<file path="src/rtl/nfcb_pkg.sv">
package nfcb_pkg;

  typedef enum logic [1:0] {
    ST_OFF   = 2'd0,
    ST_WAIT  = 2'd1,
    ST_READY = 2'd2,
    ST_PDOWN = 2'd3
  } boot_st_e;

  typedef enum logic [1:0] {
    EV_START = 2'd0,
    EV_ADDR  = 2'd1,
    EV_DATA  = 2'd2,
    EV_STOP  = 2'd3
  } bus_ev_e;

  localparam int          CMD_LEN = 4;
  localparam logic [5:0]  ADDR_HI = 6'b010100;

  function automatic logic [7:0] cmd_byte(input int idx);
    logic [7:0] b;
    case (idx)
      0:       b = 8'h20;
      1:       b = 8'h00;
      2:       b = 8'h01;
      3:       b = 8'h01;
      default: b = 8'h00;
    endcase
    return b;
  endfunction

endpackage

</file>
<file path="src/rtl/nfcb_window_timer.sv">
module nfcb_window_timer #(
  parameter int PRESCALE     = 100000,
  parameter int WINDOW_TICKS = 990
) (
  input  logic clk,
  input  logic rst_n,
  input  logic run,
  output logic expire
);

  localparam int PRE_W  = $clog2(PRESCALE + 1);
  localparam int TICK_W = $clog2(WINDOW_TICKS + 1);
  localparam logic [PRE_W-1:0]  PRE_LAST  = PRE_W'(PRESCALE - 1);
  localparam logic [TICK_W-1:0] TICK_LAST = TICK_W'(WINDOW_TICKS - 1);
  localparam logic [TICK_W-1:0] TICK_LIM  = TICK_W'(WINDOW_TICKS);

  logic [PRE_W-1:0]  pre_q, pre_d;
  logic [TICK_W-1:0] tick_q, tick_d;
  logic              pre_wrap;

  always_comb begin
    pre_wrap = (pre_q == PRE_LAST);
    expire   = run && pre_wrap && (tick_q == TICK_LAST);
  end

  always_comb begin
    pre_d  = pre_q;
    tick_d = tick_q;
    if (!run || expire) begin
      pre_d  = '0;
      tick_d = '0;
    end else if (pre_wrap) begin
      pre_d  = '0;
      tick_d = tick_q + 1'b1;
    end else begin
      pre_d  = pre_q + 1'b1;
    end
  end

  always_ff @(posedge clk or negedge rst_n) begin
    if (!rst_n) begin
      pre_q  <= '0;
      tick_q <= '0;
    end else begin
      pre_q  <= pre_d;
      tick_q <= tick_d;
    end
  end

  // tick count never reaches the window length
  p_tick_in_range_r6: assert property (@(posedge clk) disable iff (!rst_n)
    tick_q < TICK_LIM);

  // counters restart from zero whenever the window is not running
  p_idle_clear_r6: assert property (@(posedge clk) disable iff (!rst_n)
    !run |=> (pre_q == '0 && tick_q == '0));

endmodule

</file>
<file path="src/rtl/nfcb_cmd_match.sv">
module nfcb_cmd_match
  import nfcb_pkg::*;
#(
  parameter int LEN = CMD_LEN
) (
  input  logic       clk,
  input  logic       rst_n,
  input  logic       clr,
  input  logic       ev_valid,
  input  bus_ev_e    ev_kind,
  input  logic [7:0] ev_byte,
  input  logic [6:0] tgt_addr,
  output logic       cmd_ok
);

  localparam int CNT_W = $clog2(LEN + 2);
  localparam logic [CNT_W-1:0] LEN_V = CNT_W'(LEN);
  localparam logic [CNT_W-1:0] MAX_V = CNT_W'(LEN + 1);

  logic             open_q, open_d;
  logic             armed_q, armed_d;
  logic             ok_q, ok_d;
  logic [CNT_W-1:0] idx_q, idx_d;
  logic             upd;

  assign upd    = ev_valid || clr;
  assign cmd_ok = ev_valid && (ev_kind == EV_STOP) && armed_q && ok_q &&
                  (idx_q == LEN_V);

  always_comb begin
    open_d  = open_q;
    armed_d = armed_q;
    ok_d    = ok_q;
    idx_d   = idx_q;
    if (clr) begin
      open_d  = 1'b0;
      armed_d = 1'b0;
      ok_d    = 1'b0;
      idx_d   = '0;
    end else if (ev_valid) begin
      case (ev_kind)
        EV_START: begin
          open_d  = 1'b1;
          armed_d = 1'b0;
          ok_d    = 1'b1;
          idx_d   = '0;
        end
        EV_ADDR: begin
          armed_d = open_q && (ev_byte[7:1] == tgt_addr) && !ev_byte[0];
          open_d  = 1'b0;
          ok_d    = 1'b1;
          idx_d   = '0;
        end
        EV_DATA: begin
          if (armed_q) begin
            if (idx_q < LEN_V)
              ok_d = ok_q && (ev_byte == cmd_byte(int'(idx_q)));
            if (idx_q != MAX_V)
              idx_d = idx_q + 1'b1;
          end
        end
        default: begin
          open_d  = 1'b0;
          armed_d = 1'b0;
          ok_d    = 1'b0;
          idx_d   = '0;
        end
      endcase
    end
  end

  always_ff @(posedge clk or negedge rst_n) begin
    if (!rst_n) begin
      open_q  <= 1'b0;
      armed_q <= 1'b0;
      ok_q    <= 1'b0;
      idx_q   <= '0;
    end else if (upd) begin
      open_q  <= open_d;
      armed_q <= armed_d;
      ok_q    <= ok_d;
      idx_q   <= idx_d;
    end
  end

  // byte index saturates one past the command length
  p_idx_bounded_r5: assert property (@(posedge clk) disable iff (!rst_n)
    idx_q <= MAX_V);

  // a completed command closes the transfer
  p_ok_closes_r4: assert property (@(posedge clk) disable iff (!rst_n)
    cmd_ok |=> !armed_q);

endmodule

</file>
<file path="src/rtl/nfcb_boot_fsm.sv">
module nfcb_boot_fsm
  import nfcb_pkg::*;
(
  input  logic     clk,
  input  logic     rst_n,
  input  logic     en,
  input  logic     cmd_ok,
  input  logic     expire,
  input  logic     rd_hit,
  output boot_st_e state_o,
  output logic     accept_o,
  output logic     pend_o,
  output logic     run_o
);

  boot_st_e state_q, state_d;
  logic     accept_q, accept_d;
  logic     pend_q, pend_d;

  always_comb begin
    state_d = state_q;
    if (!en) begin
      state_d = ST_OFF;
    end else begin
      case (state_q)
        ST_OFF:   state_d = ST_WAIT;
        ST_WAIT: begin
          if (cmd_ok)      state_d = ST_READY;
          else if (expire) state_d = ST_PDOWN;
        end
        ST_READY: state_d = ST_READY;
        default:  state_d = ST_PDOWN;
      endcase
    end
  end

  always_comb begin
    accept_d = en && (state_q == ST_WAIT) && cmd_ok;
    pend_d   = pend_q;
    if (!en)
      pend_d = 1'b0;
    else if (accept_d)
      pend_d = 1'b1;
    else if (rd_hit && state_q == ST_READY)
      pend_d = 1'b0;
  end

  always_ff @(posedge clk or negedge rst_n) begin
    if (!rst_n) begin
      state_q  <= ST_OFF;
      accept_q <= 1'b0;
      pend_q   <= 1'b0;
    end else begin
      state_q  <= state_d;
      accept_q <= accept_d;
      pend_q   <= pend_d;
    end
  end

  assign state_o  = state_q;
  assign accept_o = accept_q;
  assign pend_o   = pend_q;
  assign run_o    = (state_q == ST_WAIT);

  // enable low forces OFF on the next cycle
  p_off_when_low_r1: assert property (@(posedge clk) disable iff (!rst_n)
    !en |=> state_q == ST_OFF);

  // power-down persists while enable stays high
  p_pdown_sticky_r7: assert property (@(posedge clk) disable iff (!rst_n)
    (state_q == ST_PDOWN && en) |=> state_q == ST_PDOWN);

  // accept pulse lasts one cycle
  p_accept_single_r4: assert property (@(posedge clk) disable iff (!rst_n)
    accept_q |=> !accept_q);

  // accept coincides with READY and a pending response
  p_accept_ready_r4: assert property (@(posedge clk) disable iff (!rst_n)
    accept_q |-> (state_q == ST_READY && pend_q));

  // waiting continues unless a command or expiry occurs
  p_wait_holds_r5: assert property (@(posedge clk) disable iff (!rst_n)
    (state_q == ST_WAIT && en && !cmd_ok && !expire) |=> state_q == ST_WAIT);

  // READY never produces a further accept
  p_ready_no_accept_r11: assert property (@(posedge clk) disable iff (!rst_n)
    (state_q == ST_READY && en) |=> !accept_q);

endmodule

</file>
<file path="src/rtl/nfcb_boot_supervisor.sv">
module nfcb_boot_supervisor
  import nfcb_pkg::*;
#(
  parameter int PRESCALE     = 100000,
  parameter int WINDOW_TICKS = 990
) (
  input  logic       clk,
  input  logic       rst_n,
  input  logic       boot_en,
  input  logic       addr_sel,
  input  logic       ev_valid,
  input  logic [1:0] ev_kind,
  input  logic [7:0] ev_byte,
  output logic       ack_en,
  output logic [1:0] boot_state,
  output logic       reset_accepted,
  output logic       resp_pending
);

  logic [6:0] tgt_addr;
  logic       addr_match;
  logic       rd_hit;
  logic       cmd_ok;
  logic       expire;
  logic       run;
  boot_st_e   st;
  bus_ev_e    kind;

  assign kind       = bus_ev_e'(ev_kind);
  assign tgt_addr   = {ADDR_HI, addr_sel};
  assign addr_match = ev_valid && (kind == EV_ADDR) && (ev_byte[7:1] == tgt_addr);
  assign rd_hit     = addr_match && ev_byte[0];
  assign ack_en     = addr_match && ((st == ST_WAIT) || (st == ST_READY));
  assign boot_state = st;

  nfcb_cmd_match #(.LEN(CMD_LEN)) u_match (
    .clk      (clk),
    .rst_n    (rst_n),
    .clr      (!boot_en),
    .ev_valid (ev_valid),
    .ev_kind  (kind),
    .ev_byte  (ev_byte),
    .tgt_addr (tgt_addr),
    .cmd_ok   (cmd_ok)
  );

  nfcb_window_timer #(
    .PRESCALE     (PRESCALE),
    .WINDOW_TICKS (WINDOW_TICKS)
  ) u_timer (
    .clk    (clk),
    .rst_n  (rst_n),
    .run    (run),
    .expire (expire)
  );

  nfcb_boot_fsm u_fsm (
    .clk      (clk),
    .rst_n    (rst_n),
    .en       (boot_en),
    .cmd_ok   (cmd_ok),
    .expire   (expire),
    .rd_hit   (rd_hit),
    .state_o  (st),
    .accept_o (reset_accepted),
    .pend_o   (resp_pending),
    .run_o    (run)
  );

  // no acknowledge in power-down
  p_no_ack_pdown_r7: assert property (@(posedge clk) disable iff (!rst_n)
    (st == ST_PDOWN) |-> !ack_en);

  // no acknowledge and no pending response while OFF
  p_quiet_when_off_r1: assert property (@(posedge clk) disable iff (!rst_n)
    (st == ST_OFF) |-> (!ack_en && !resp_pending && !reset_accepted));

endmodule

</file>
<file path="config.mk">
export PLATFORM = sky130hd
export DESIGN_NAME = nfcb_boot_supervisor
export DESIGN_NICKNAME = d
export VERILOG_FILES = /design/src/rtl/nfcb_pkg.sv /design/src/rtl/nfcb_window_timer.sv /design/src/rtl/nfcb_cmd_match.sv /design/src/rtl/nfcb_boot_fsm.sv /design/src/rtl/nfcb_boot_supervisor.sv
export SDC_FILE = /design/constraint.sdc
export NUM_CORES = 1
export LEC_CHECK = 0
export BUFFER_PORTS_ARGS = -buffer_cell sky130_fd_sc_hd__buf_2
export CORE_ASPECT_RATIO = 2
export CORE_UTILIZATION = 32
export DETAILED_ROUTE_END_ITERATION = 12
export PLACE_DENSITY_LB_ADDON = 0.05
export SKIP_CTS_REPAIR_TIMING = 1
export SKIP_LAST_GASP = 1
export SYNTH_ARGS = -nofsm -noshare
export SYNTH_HDL_FRONTEND = slang
export SYNTH_SLANG_ARGS = --single-unit
</file>
<file path="constraint.sdc">
create_clock -name clk -period 3.4 [get_ports clk]
set_input_delay 0.34 -clock clk [delete_from_list [all_inputs] [get_ports clk]]
set_output_delay 0.34 -clock clk [all_outputs]
set_load 0.1 [all_outputs]
</file>
Word-level counts from Yosys, hierarchy flattened --
Cells that the tools add are included.
Word-level totals: memories 0, input port bits 15, memory bits (writable) 0, output and inout port bits 5, latch bits 0, word-level logic and storage cells 97, bits in registers 37, bits in read-only memories 0
Operators by class: shifts and indexed selects 0, equality and inequality tests 20, div/mod/pow operators 0, $lt $le $gt $ge 1, add/subtract/negate cells 3, $mul 0, muxes and demuxes 33, reduce and logical (&&, ||, !) cells 31, bitwise operators 0
Operators by type and width (number):
- $mux 8 | 5
- $mux 17 | 2
- $mux 10 | 2
- $add 17x1->17 const B | 1
- $eq 17x17->1 const B | 1
- $logic_and 1x1->1 | 16
- $mux 3 | 5
- $pmux 6 s2 | 1
- $mux 1 | 11
- $add 10x1->10 const B | 1
- $eq 10x10->1 const B | 1
- $ne 3x2->1 const B | 3
- $eq 8x8->1 | 1
- $reduce_and 4->1 | 2
- $eq 7x6->1 | 1
- $eq 2x2->1 const B | 3
- $eq 3x2->1 const B | 2
- $mux 2 | 3
- $pmux 1 s2 | 3
- $pmux 2 s3 | 1
- $eq 2x1->1 const B | 2
- $logic_not 2->1 | 2
- $ne 4x3->1 const B | 1
- $reduce_or 2->1 | 2
- 12 further kinds | 16

Depth between registers and ports, before layout --
Gate-level depths: netlist (run 1).
depth after elaboration 15, depth in mapped cells 7, mapped depth without buffers 6

Cells and area by module --
From an unflattened synthesis (run 1), not the netlist that was laid out.
Second synthesis, totals: cells, all modules 230, area total of the unflattened synthesis 2239.6 um^2
Modules (own cells, without submodules):
- nfcb_window_timer | times used 1, area an instance 1473.9 um^2, sequential area each 675.6 um^2, cells each 148
- nfcb_cmd_match | times used 1, area an instance 499.2 um^2, sequential area each 150.1 um^2, cells each 55
- nfcb_boot_fsm | times used 1, area an instance 188.9 um^2, sequential area each 100.1 um^2, cells each 15
- nfcb_boot_supervisor | times used 1, area an instance 77.6 um^2, sequential area each 0.0 um^2, cells each 12

Worst setup path after synthesis (run 1) --
Ideal clock, no wire load.
path kind register to register, start register u_fsm.state_q[1], in the netlist u_fsm.state_o[1], end register u_timer.tick_q[7], path slack 0.808 ns, required time 3.318 ns, arrival time 2.510 ns, period minus slack after synthesis 2.592 ns, cell stages (with the launch flop) 8, path buffers 1, library setup time 0.082 ns, cell sequence dfrtp_1 > inv_1 > ha_1 > and4b_1 > and3_4 > buf_6 > or4_1 > a31oi_1
Between the ends: word-level cells in the longest chain between the ends 5, elaborated cells on any way between the ends 7, classes of those cells eq/ne: 1; mux: 1; reduce/logical: 5
RTL lines:
- from (decl) | line nfcb_boot_fsm.sv:16 | boot_st_e state_q, state_d;
- from (signal assigned) | line nfcb_boot_fsm.sv:54 | state_q <= state_d;
- $eq 2x1->1 (*) | line nfcb_boot_fsm.sv:63 | assign run_o = (state_q == ST_WAIT);
- $logic_and 1x1->1 (2 in a row) | line nfcb_window_timer.sv:23 | expire = run && pre_wrap && (tick_q == TICK_LAST);
- $logic_or 1x1->1 (*) | line nfcb_window_timer.sv:29 | if (!run || expire) begin
- $mux 10 / $reduce_bool 2->1 (equally long branches)
- to (signal assigned) | line nfcb_window_timer.sv:46 | tick_q <= tick_d;
- to (decl) | line nfcb_window_timer.sv:18 | logic [TICK_W-1:0] tick_q, tick_d;
Mark *: on every way between the ends. The rest lies on a longest branch, timed or not. A chain may end at the register's enable or synchronous reset.

Worst setup path after layout (run 1) --
start register u_timer.pre_q[0], end register u_timer.tick_q[7]
Between the ends: word-level cells in the longest chain between the ends 5, elaborated cells on any way between the ends 6, classes of those cells eq/ne: 1; mux: 1; reduce/logical: 4
RTL lines:
- from (decl) | line nfcb_window_timer.sv:17 | logic [PRE_W-1:0] pre_q, pre_d;
- from (signal assigned) | line nfcb_window_timer.sv:45 | pre_q <= pre_d;
- $eq 17x17->1 (*) | line nfcb_window_timer.sv:22 | pre_wrap = (pre_q == PRE_LAST);
- $logic_and 1x1->1 (2 in a row) | line nfcb_window_timer.sv:23
- $logic_or 1x1->1 | line nfcb_window_timer.sv:29
- $mux 10 / $reduce_bool 2->1 (equally long branches)
Marks and branches as above.

==> results.py, run 1 <==
metrics = {
    "outcome": {
        "status": "completed",
    },
    "power": {
        "power_uw": 1230,
        "irDropWorstVdd_mv": 0.279,
        "leakagePower_uw": 0.00106,
        "p_per_area_nw_per_um2": 495,
    },
    "synth": {
        "synth_nets": 257,
        "synth_edf_count": 0,
        "synth.yosys.seq_area_share_pct": 42.7,
        "synth.avg_cell_area_sq_um": 9.34,
        "ys.flop_type": "dfrtp_1",
        "synth_area_sq_um": 2170,
        "ys_ff_latch": 37,
        "yosysWarnings": 0,
        "synth.distinct_cells": 51,
        "synthArstFlopShare_pct": 100,
        "synth_cells": 232,
    },
    "timing": {
        "worst_pin_slew_ns": 0.891,
        "final.setup.tns_ns": 0,
        "fin_skew_ns": 0.00719,
        "final_max_slew_viol_count": 0,
        "worst_slack_ns": 1.23,
        "finalCriticalPeriod_ns": 2.17,
        "hold_viol": 0,
        "fin_crit_sh_pct": 63.8,
        "slew_headroom_pct": 40.6,
        "rsz0062_at_grt": "no",
        "setup_viol": 0,
        "fmax_mhz": 461,
    },
    "routing": {
        "firstDrtPassIters": 4,
        "drc": 0,
        "via_count": 1802,
        "antenna_left": 0,
        "drt_iter0_markers": 50,
        "viasPerCell": 5.30,
        "routed_wl_mm": 5.18,
        "wire_per_inst_um": 15.2,
    },
    "cells_and_area": {
        "syn2layout_area_growth_pct": 14.3,
        "diodes": 0,
        "fillCellCount": 691,
        "final_cells": 340,
        "layout_commonest_cell": "dfrtp_1",
        "drive_gt1_share_pct": 12.3,
        "layout_common_cells": "37 x dfrtp_1, 21 x nand2_1, 19 x nand3_1, 19 x nor2_1, 19 x buf_2",
        "fin_nets": 277,
        "final_cell_area_sq_um": 2480,
    },
    "critical_path": {
        "critical_path_class": "reg2reg",
        "cp.required_ns": 3.60,
        "worstPathArrival_ns": 2.37,
        "slowest_stage": "or4_1",
        "end_kind": "flop",
        "crit_path_start_kind": "flop",
        "crit_path_max_incr_delay_ns": 0.60,
        "cpLargestDelayFamily": "simple AND/OR/NAND/NOR gates",
        "crit_path_max_fanout": 15,
        "path_cells": "ha_1, and4_1, nand4_2, or4_1, a31oi_1",
        "crit_buf_inv": 0,
    },
    "grt": {
        "grt_pass1_vias": 1803,
        "gr-total-overflow": 0,
        "antenna_found_initial": 0,
        "grt_pass1_wl_mm": 8.65,
        "grt_max_degree": 38,
        "track_usage_pct": 16.4,
    },
    "floorplan": {
        "core-area_sq_um": 6570,
        "dieArea_sq_um": 7120,
        "io_pins": 20,
        "rows": 42,
        "die_w_um": 60.2,
        "initial_core_util_pct": 33.0,
        "die_h_um": 118,
    },
    "placement": {
        "dpl_cell_area_sq_um": 2330,
        "port_buffers": 19,
        "dp.cells": 333,
        "place_hpwl_mm": 3.91,
        "gp_congestion": 0.737,
        "preCtsSetupSlack_ns": 1.22,
    },
    "cts": {
        "cts.sinks": 37,
        "cts_buffer_depth": 2,
        "clkTransAtPathRegs_ns": 0.05,
        "cts_root_buf": "clkbuf_16",
        "cts_max_level": 2,
        "cts_inserted_buffers": 5,
        "tritoncts": "done",
        "clk_latency_ns": 0.28,
    },
    "hold_path": {
        "min_path_type": "in2async",
    },
    "run": {
        "cap_violations": 0,
    },
}
cell usage after synthesis (6+ instances only):
cell	count	area [sq um]
nor2_1	19	71.3
ha_1	10	125
nand4_1	6	37.5
nand2_1	21	78.8
dfrtp_1	37	926
nand3_1	19	95.1
a21oi_1	10	50.1
and3_1	6	37.5
o21ai_0	13	65.1
xor2_1	9	78.8
inv_1	9	33.8
state kept, by name, summed over array words and instances, names as in the netlist:
register	flops
u_timer.pre_q	17
u_timer.tick_q	10
u_match.idx_q	3
u_fsm.state_o	2
u_fsm.accept_o	1
u_fsm.pend_o	1
u_match.armed_q	1
u_match.ok_q	1
u_match.open_q	1
worst reg2reg max path: stages, from the launching register on:
cell and delay, ns:
dfrtp_1 0.38, ha_1 0.21, and4_1 0.37, nand4_2 0.36
or4_1 0.60, a31oi_1 0.16
cells by family after synthesis:
logic type               after synthesis  share of synthesized area, %
AND/OR/NAND/NOR                      110                          28.8
AO/OA/AOI/OAI                         44                          12.9
flip-flops                            37                          42.7
buffers and inverters                 16                          3.64
XOR/XNOR                              14                          5.66
adder cells (fa/ha/maj)               10                          5.78
multiplexers                           1                         0.462
where the power goes:
group / internal [uW] / leakage (uW) / switching, uW / total (uW)
sequential: 464 / 0.000512 / 26.6 / 490
combinational: 62.6 / 0.000474 / 210 / 272
clock: 288 / 0.0000700 / 175 / 463
total: 814 / 0.00106 / 412 / 1230
per-layer routing:
layer  part of all wire [%]  routed length [um]  vias up  GRT usage (%)
li1                       -                   -      882              -
met1                     36                1890      886           16.1
met2                     58                3030       25           30.6
met3                    2.0                 104        9           2.74
met4                    3.0                 157        0           8.28
met5                      0                   0        -              0
path summary, 6_finish.rpt:
kind                       cells past startpoint              from                 to  slack (ns)
max                                            5  u_timer.pre_q[0]  u_timer.tick_q[7]        1.23
min                                            1             rst_n  u_timer.tick_q[9]        0.17
max reg2reg                                    5  u_timer.pre_q[0]  u_timer.tick_q[7]        1.23
min reg2reg                                    1  u_timer.pre_q[0]   u_timer.pre_q[0]        0.49
max in group asynchronous                      1             rst_n  u_timer.pre_q[16]        2.65
min in group clk                               3           boot_en     u_match.open_q        0.35
cell type report:
class | count | area (sq um) | area share (%)
multi-input combinational | 179 | 1160 | 46.9
clock buffer | 7 | 143 | 5.76
inverter | 9 | 33.8 | 1.36
tap | 88 | 110 | 4.45
timing repair buffer | 20 | 103 | 4.14
sequential | 37 | 926 | 37.4
stage by stage:
step / hold slack (ns) / utilization (%)
after floorplan: 0.0444 / -
after global placement: 0.471 / 35.5
after detailed placement: 0.483 / 35.5
after CTS: 0.212 / 37.7
after global routing: 0.262 / 37.7
final: 0.174 / 37.7
No activity file was read; power rests on OpenSTA's default activity.
==> inputs of run 2 (changes only) <==
==> constraint.sdc (replaced) <==
create_clock -name clk -period 1.9 [get_ports clk]
set_input_delay 0.19 -clock clk [delete_from_list [all_inputs] [get_ports clk]]
set_output_delay 0.19 -clock clk [all_outputs]
set_load 0.1 [all_outputs]
==> results.py, run 2 (synthesis results as in run 1) <==
metrics = {
    "outcome": {
        "status": "completed",
    },
    "critical_path": {
        "crit_path_start": "u_timer.pre_q[8]",
        "cpLargestDelayFamily": "simple AND/OR/NAND/NOR gates",
        "r2r_cells": 5,
        "crit_buf_inv": 1,
        "crit_path_max_incr_delay_ns": 0.41,
        "end_kind": "flop",
        "regToRegStartpoint": "u_timer.pre_q[8]",
        "slowest_stage": "dfrtp_1",
        "critical_path_class": "reg2reg",
        "endpoint": "u_timer.tick_q[4]",
        "worstPathArrival_ns": 1.99,
        "crit_path_start_kind": "flop",
        "crit_path_max_fanout": 10,
        "r2r_end": "u_timer.tick_q[4]",
        "cp.required_ns": 2.11,
        "r2r_setup_slack_ns": 0.12,
        "path_cells": "nor4b_2, nand4_2, buf_4, or3_1, a21oi_1",
        "cp_num_cells": 5,
    },
    "power": {
        "p_per_area_nw_per_um2": 869,
        "irDropWorstVdd_mv": 0.394,
        "leakagePower_uw": 0.00114,
    },
    "timing": {
        "setup_viol": 0,
        "worst_pin_slew_ns": 0.503,
        "final_max_slew_viol_count": 0,
        "fin_skew_ns": 0.00516,
        "finalCriticalPeriod_ns": 1.78,
        "slew_headroom_pct": 66.0,
        "hold_viol": 0,
        "holdWs_ns": 0.210,
        "rsz0062_at_grt": "no",
        "final.setup.tns_ns": 0,
        "fmax_mhz": 561,
        "fin_crit_sh_pct": 93.8,
    },
    "floorplan": {
        "io_pins": 20,
        "rows": 42,
        "core-area_sq_um": 6570,
        "dieArea_sq_um": 7120,
        "initial_core_util_pct": 33.0,
        "die_h_um": 118,
        "die_w_um": 60.2,
    },
    "cells_and_area": {
        "final_util_pct": 40.3,
        "layout_common_cells": "35 x dfrtp_1, 21 x nand2_1, 19 x nand3_1, 19 x nor2_1, 18 x buf_2",
        "final_cells": 357,
        "drive_gt1_share_pct": 19.7,
        "regMostFlops": "u_timer.pre_q",
        "fin_nets": 293,
        "syn2layout_area_growth_pct": 22.2,
        "layout_commonest_cell": "dfrtp_1",
        "reg_top3": "u_timer.pre_q (17), u_timer.tick_q (10), u_match.idx_q (3)",
        "largest_register_ffs": 17,
        "diodes": 0,
    },
    "hold_path": {
        "min_path_type": "in2reg",
        "hp-start": "boot_en",
    },
    "grt": {
        "antenna_found_initial": 0,
        "track_usage_pct": 17.8,
        "grt_pass1_vias": 1946,
        "grt_max_degree": 16,
        "gr-total-overflow": 0,
        "grt_pass1_wl_mm": 9.20,
    },
    "routing": {
        "routed_wl_mm": 5.53,
        "firstDrtPassIters": 4,
        "antenna_left": 0,
        "drt_iter0_markers": 59,
        "wire_per_inst_um": 15.5,
        "drc": 0,
        "viasPerCell": 5.21,
        "via_count": 1861,
    },
    "cts": {
        "cts_max_level": 2,
        "cts_root_buf": "clkbuf_16",
        "clk_latency_ns": 0.28,
        "clkTransAtPathRegs_ns": 0.06,
        "tritoncts": "done",
        "cts_inserted_buffers": 5,
        "cts.sinks": 37,
        "cts_buffer_depth": 2,
    },
    "run": {
        "cap_violations": 0,
    },
    "placement": {
        "port_buffers": 19,
        "dp.cells": 348,
        "place_hpwl_mm": 4.43,
        "gp_congestion": 0.796,
    },
}
-- run 2: cell type report --
class                   count  area (sq um)
fillers                   696          3920
multi-input cells         179          1180
flip-flops and latches     37           933
repair buffers             36           253
clock buffers               6           129
well taps                  88           110
inverters                   9          36.3
clock inverters             2          10.0
-- run 2: how the worst min path moves through the flow --
stage,to,slack (ns),depth (start not counted)
6_report,u_match.open_q,0.21,3
5_1_grt,u_match.open_q,0.23,3
4_1_cts,u_timer.pre_q[2],-0.19,1
3_5_place_dp,u_timer.pre_q[2],0.11,1
3_3_place_gp,u_timer.pre_q[2],0.11,1
2_1_floorplan,u_fsm.accept_o,-0.11,0
-- run 2: stage by stage --
stage	setup WS, ns	cell area (sq um)	total power, uW
floorplan	-0.0127	2190	1270
global placement	0.117	2500	1530
detailed placement	0.0835	2500	1520
CTS	0.0814	2640	2340
global route	0.00692	2650	2440
finish	0.117	2650	2300
-- run 2: worst reg2reg max path: stages (launching register included) --
cell and delay [ns]:
dfrtp_1 0.41, nor4b_2 0.39, nand4_2 0.20, buf_4 0.22, or3_1 0.34, a21oi_1 0.14
-- run 2: metal layers --
metal | track usage (%) | wire length [um] | vias to the layer above
met3 | 3.39 | 113 | 14
li1 | - | - | 916
met1 | 15.4 | 1840 | 902
met4 | 10.3 | 232 | 0
met5 | 0 | 0 | -
met2 | 34.1 | 3340 | 29
-- run 2: where the power goes --
part	internal, uW	switching [uW]	total, uW
sequential	842	51.0	893
clock	482	322	803
combinational	197	406	603
total	1520	779	2300
